### src/rtl/smb_host_regs.sv
module smb_host_regs #(
  parameter int BUF_DEPTH = 32,
  parameter int ADDR_W    = 6
) (
  input  logic                         clk,
  input  logic                         rst_n,
  input  logic                         wr_en,
  input  logic                         rd_en,
  input  logic [ADDR_W-1:0]            addr,
  input  logic [7:0]                   wdata,
  output logic [7:0]                   rdata,
  output logic                         req_valid,
  input  logic                         req_ready,
  output logic [2:0]                   req_proto,
  output logic [6:0]                   req_dev,
  output logic                         req_read,
  output logic [7:0]                   req_cmd,
  output logic [7:0]                   req_data0,
  output logic [7:0]                   req_data1,
  input  logic                         rsp_valid,
  output logic                         rsp_ready,
  input  logic [7:0]                   rsp_data0,
  input  logic [7:0]                   rsp_data1,
  input  logic [$clog2(BUF_DEPTH)-1:0] blk_raddr,
  output logic [7:0]                   blk_rdata,
  input  logic                         blk_we,
  input  logic [$clog2(BUF_DEPTH)-1:0] blk_waddr,
  input  logic [7:0]                   blk_wdata
);
  localparam int IDX_W = $clog2(BUF_DEPTH);
  localparam logic [ADDR_W-1:0] OFS_STAT = ADDR_W'(0);
  localparam logic [ADDR_W-1:0] OFS_CTL  = ADDR_W'(2);
  localparam logic [ADDR_W-1:0] OFS_CMD  = ADDR_W'(3);
  localparam logic [ADDR_W-1:0] OFS_ADR  = ADDR_W'(4);
  localparam logic [ADDR_W-1:0] OFS_D0   = ADDR_W'(5);
  localparam logic [ADDR_W-1:0] OFS_D1   = ADDR_W'(6);
  localparam logic [ADDR_W-1:0] OFS_BLK  = ADDR_W'(7);
  localparam logic [IDX_W-1:0]  IDX_LAST = IDX_W'(BUF_DEPTH - 1);

  logic             busy, done_q, err_q, req_q;
  logic [7:0]       ctl, cmd, adr, d0, d1;
  logic [IDX_W-1:0] idx;
  logic [7:0]       mem [BUF_DEPTH];

  wire sw_wr    = wr_en && !busy;
  wire wr_stat  = wr_en && addr == OFS_STAT;
  wire start    = sw_wr && addr == OFS_CTL && wdata[6];
  wire code_ok  = wdata[4:2] <= 3'd3 || wdata[4:2] == 3'd5;
  wire rsp_fire = rsp_valid && rsp_ready;
  wire blk_acc  = (rd_en || sw_wr) && addr == OFS_BLK;
  wire idx_clr  = wr_stat || (rd_en && addr == OFS_CTL);
  wire rd_done  = rsp_fire && adr[0];

  assign req_valid = req_q;
  assign req_proto = ctl[4:2];
  assign req_dev   = adr[7:1];
  assign req_read  = adr[0];
  assign req_cmd   = cmd;
  assign req_data0 = d0;
  assign req_data1 = d1;
  assign rsp_ready = busy && !req_q;
  assign blk_rdata = mem[blk_raddr];

  always_ff @(posedge clk) begin
    if (!rst_n) begin
      busy <= 1'b0; done_q <= 1'b0; err_q <= 1'b0; req_q <= 1'b0;
    end else begin
      if (wr_stat) begin
        done_q <= 1'b0;
        err_q  <= 1'b0;
      end
      if (start) begin
        if (code_ok) begin
          busy  <= 1'b1;
          req_q <= 1'b1;
        end else begin
          err_q <= 1'b1;
        end
      end
      if (req_q && req_ready) req_q <= 1'b0;
      if (rsp_fire) begin
        busy   <= 1'b0;
        done_q <= 1'b1;
      end
    end
  end

  always_ff @(posedge clk) begin
    if (!rst_n) begin
      ctl <= '0; cmd <= '0; adr <= '0; d0 <= '0; d1 <= '0;
    end else begin
      if (sw_wr && addr == OFS_CTL) ctl <= wdata;
      if (sw_wr && addr == OFS_CMD) cmd <= wdata;
      if (sw_wr && addr == OFS_ADR) adr <= wdata;
      if (sw_wr && addr == OFS_D0)  d0  <= wdata;
      if (sw_wr && addr == OFS_D1)  d1  <= wdata;
      if (rd_done && ctl[4:2] != 3'd0) d0 <= rsp_data0;
      if (rd_done && ctl[4:2] == 3'd3) d1 <= rsp_data1;
    end
  end

  always_ff @(posedge clk) begin
    if (!rst_n)              idx <= '0;
    else if (idx_clr)        idx <= '0;
    else if (blk_acc)        idx <= (idx == IDX_LAST) ? '0 : idx + 1'b1;
  end

  for (genvar g = 0; g < BUF_DEPTH; g++) begin : g_buf
    always_ff @(posedge clk) begin
      if (!rst_n)
        mem[g] <= '0;
      else if (busy && blk_we && blk_waddr == IDX_W'(g))
        mem[g] <= blk_wdata;
      else if (sw_wr && addr == OFS_BLK && idx == IDX_W'(g))
        mem[g] <= wdata;
    end
  end

  always_comb begin
    rdata = '0;
    if (rd_en) begin
      unique case (addr)
        OFS_STAT: rdata = {5'd0, err_q, done_q, busy};
        OFS_CTL:  rdata = {3'd0, ctl[4:0]};
        OFS_CMD:  rdata = cmd;
        OFS_ADR:  rdata = adr;
        OFS_D0:   rdata = d0;
        OFS_D1:   rdata = d1;
        OFS_BLK:  rdata = mem[idx];
        default:  rdata = '0;
      endcase
    end
  end
endmodule

### config.mk
export PLATFORM = sky130hd
export DESIGN_NAME = smb_host_regs
export DESIGN_NICKNAME = d
export VERILOG_FILES = /design/src/rtl/smb_host_regs.sv
export SDC_FILE = /design/constraint.sdc
export NUM_CORES = 1
export LEC_CHECK = 0
export CAP_MARGIN = 20
export CORE_ASPECT_RATIO = 1.5
export CORE_MARGIN = 1.5
export CORE_UTILIZATION = 40
export CTS_CLUSTER_SIZE = 24
export DETAILED_ROUTE_END_ITERATION = 6
export SLEW_MARGIN = 40
export SYNTH_ARGS = -nofsm -noshare
export SYNTH_HDL_FRONTEND = slang
export SYNTH_SLANG_ARGS = --single-unit
### constraint.sdc
create_clock -name clk -period 4 [get_ports clk]
set_input_delay 1 -clock clk [delete_from_list [all_inputs] [get_ports clk]]
set_output_delay 1 -clock clk [all_outputs]
set_load 0.01 [all_outputs]
==> metrics.md <==
| Metric | Value |
|---|---|
| Number of DRC violations after detailed-routing iteration 0 | `1950` |
| CTS sink cnt | `307` |
| VDD IR max | `0.3177 mV` |
| Ys async rst share | `0` |
| Largest cells by area after synthesis | `edfxtp_1 (43%), mux4_2 (18%), dfxtp_1 (5.7%)` |
| Synth area leader | `edfxtp_1` |
| Clk root buf | `clkbuf_16` |
| Post-Place Cells | `2109` |
| Die outline width | `175.3 µm` |
| Min-delay worst type | `flop to flop` |
| Final worst slack | `-0.02435 ns` |
| Pwr Density | `340.0 nW/µm²` |
| Synth top area share | `0.4313` |
| Max-Cap Viols | `0` |
| Register area share after synthesis | `0.4886` |
| Cell Chain, Critical Path | `buf_16 > buf_16 > buf_8 > buf_6 > mux4_2 > mux4_2 > mux2_4 > buf_6` |
| Drt drc | `0` |
| Netlist Area Pre-Place | `17820 µm²` |
| Worst Setup Start Kind | `primary input` |
| Final Util | `0.5009` |
| P_leak | `7.322 nW` |
| Wirelength per Cell | `33.56 µm` |
| Total number of yosys warnings | `0` |
| Critical R2R Capture | `mem[4][1]` |
| Yosys reg bits | `307` |
| Pin count of the biggest net entering global routing | `33` |
| Vias in the first global route | `14900` |
| Share of cells above drive strength 1 | `0.2880` |
| Ys flop type | `edfxtp_1` |
| Max Clock Skew | `0.02876 ns` |
| TritonCTS Buffers | `29` |
| Library cells used by synthesis | `53` |
| Antenna violations before repair | `4` |
| Crit path launch | `blk_raddr[0]` |
| Reg2Reg Depth | `5` |
| Maximum fanout along the worst path | `7` |
| First-pass GRT wire length | `104700 µm` |
| Most common cell in the netlist | `edfxtp_1` |
| CP endpoint kind | `output port` |
| Setup-failing EPs final | `2` |
| Final HPWL from detailed placement | `52960 µm` |
| Setup tns final | `-0.02983 ns` |
| Initial Util | `0.4063` |
| Critical path arrival | `3.02 ns` |
| I/O Pins | `108` |
| Relative slew slack | `0.4092` |
| GPL Wtd Cong | `1.022` |
| Fin cells | `2195` |
| Slew @ Worst Pin | `0.8863 ns` |
| CTS tree | `built` |
| Kind of critical path | `primary input to output port` |
| Tmin final | `4.024 ns` |
| # rows | `94` |
| Violated checks | `setup timing` |
| Total Power | `0.007470 W` |
| Final net count | `1656` |
| CP max stage cell | `mux4_2` |
| Final Hold Vio Count | `0` |
| Fin crit share | `1.006` |
| IO Port Bufs | `107` |
| CP required | `3.00 ns` |
| Top post-synthesis cells by count | `edfxtp_1 (256), nand2_1 (171), mux4_2 (146), a22o_1 (106), o21ai_0 (106)` |
| Gr ovfl total | `0` |
| Area of the die | `45860 µm²` |
| CTS Buffer Depth | `3` |
| Pre-CTS setup slack | `-0.4317 ns` |
| Clk slew on worst S/H paths | `0.07 ns` |
| DR vias | `14710` |
| Fmax | `248.5 MHz` |
| P&R area growth vs syn | `23.29%` |
| Clk_lat worst skew | `0.59 ns` |
| Critical Path Sink | `blk_rdata[7]` |
| R2r setup slk | `1.14 ns` |
| Core footprint | `43870 µm²` |
| DRT Pass-1 Iters | `7` |
| RSZ-0062 raised after global routing | `yes` |
| Detailed Route WL | `73670 µm` |
| Synth Net Count | `1445` |
| Worst reg2reg startpoint | `idx[0]` |
| Final Max Tran Viols | `0` |
| Die H | `261.5 µm` |
| Number of flops mapped to enable cells by yosys | `256` |
| Crit path largest cell delay | `0.55 ns` |
| CTS H-Tree Depth | `1` |
| Post-Syn Instances | `1384` |
| Post-DRT Antenna Nets | `0` |
| Outcome | `complete, but fails checks` |
| Via-to-Cell Ratio | `6.703` |
| Syn avg cell area | `12.88 µm²` |
| GRT Overall Usage | `0.3215` |
==> flip-flops by register name, summed over array words and instances (netlist names), named ones only <==
signal and cells:
ctl 5, req_data0 8, done_q 1, req_valid 1, err_q 1, req_cmd 8
busy 1, idx 5, mem 256, req_data1 8, adr 8
==> metrics by stage <==
stage / area (µm²) / hold slack [ns]
detailed placement: 20500 / 0.4578
global route: 21970 / 0.4878
finish: 21970 / 0.4630
CTS: 21860 / 0.4669
global placement: 20500 / 0.4573
floorplan: 17820 / 0.4428
==> worst max-delay path: cells and delay by family <==
family	cells	cell delay, ns
buffers and inverters	5	0.61
muxes	3	1.40
==> report_power, final <==
group          internal, W  leakage (nW)  total, W  switching, W
clock network      0.00173         0.475   0.00305       0.00133
logic             0.000353          3.79  0.000808      0.000455
registers          0.00354          3.06   0.00361     0.0000677
total              0.00562          7.32   0.00747       0.00185
==> final cells by class <==
class	instances	area (µm²)
timing repair buffer	317	2904
clock buffer	31	733.2
antenna	1	2.502
multi-input combinational	932	8574
tap	576	720.7
sequential	307	8717
inverter	8	30.03
clock inverter	23	291.5
fill	3853	21900
==> cell families (layout without fill, tap and decap cells) <==
| kind of cell | count (synthesis) | in the layout | share of synthesized area |
|---|---|---|---|
| buf+inv | 145 | 379 | 0.03377 |
| flops | 307 | 307 | 0.4886 |
| other cells | 0 | 1 | 0 |
| fa+ha+maj | 6 | 6 | 0.004212 |
| mux | 209 | 209 | 0.2208 |
| simple gates | 338 | 338 | 0.09169 |
| compound gates | 379 | 379 | 0.1609 |
==> worst min path at each step <==
| stage | startpoint | endpoint | slack [ns] | cells past startpoint |
|---|---|---|---|---|
| 2_1_floorplan | done_q | done_q | 0.44 | 2 |
| 6_report | done_q | done_q | 0.46 | 2 |
| 5_1_grt | done_q | done_q | 0.49 | 2 |
| 4_1_cts | done_q | done_q | 0.47 | 2 |
| 3_3_place_gp | done_q | done_q | 0.46 | 2 |
| 3_5_place_dp | done_q | done_q | 0.46 | 2 |
==> routing by layer <==
layer | vias up | share of wire | GRT usage
li1 | 6033 | - | -
met1 | 7286 | 0.31 | 0.3477
met2 | 1095 | 0.51 | 0.5757
met3 | 294 | 0.095 | 0.05038
met4 | 6 | 0.082 | 0.2253
met5 | - | 0.00060 | 0
==> cell usage in the layout, fill, tap and decap left out, drive strengths merged, types with 13 or more instances in the layout <==
cell type      count
edfxtp           256
buf              221
nand2            171
mux4             146
o21ai            108
a22o             106
clkdlybuf4s50     85
nor2              67
a32o              54
dfxtp             51
mux2i             50
clkbuf            38
o221ai            32
nor2b             31
nand3             23
a22oi             19
a21boi            17
mux2              13
==> repair_timing <==
item	in CTS	in global routing
setup buffers	16	12
setup endpoints to repair	16	15
hold buffers	0	0
gates resized for setup	65	24
gates cloned	3	0
pin swaps	3	3
No activity file was read; power rests on OpenSTA's default activity.
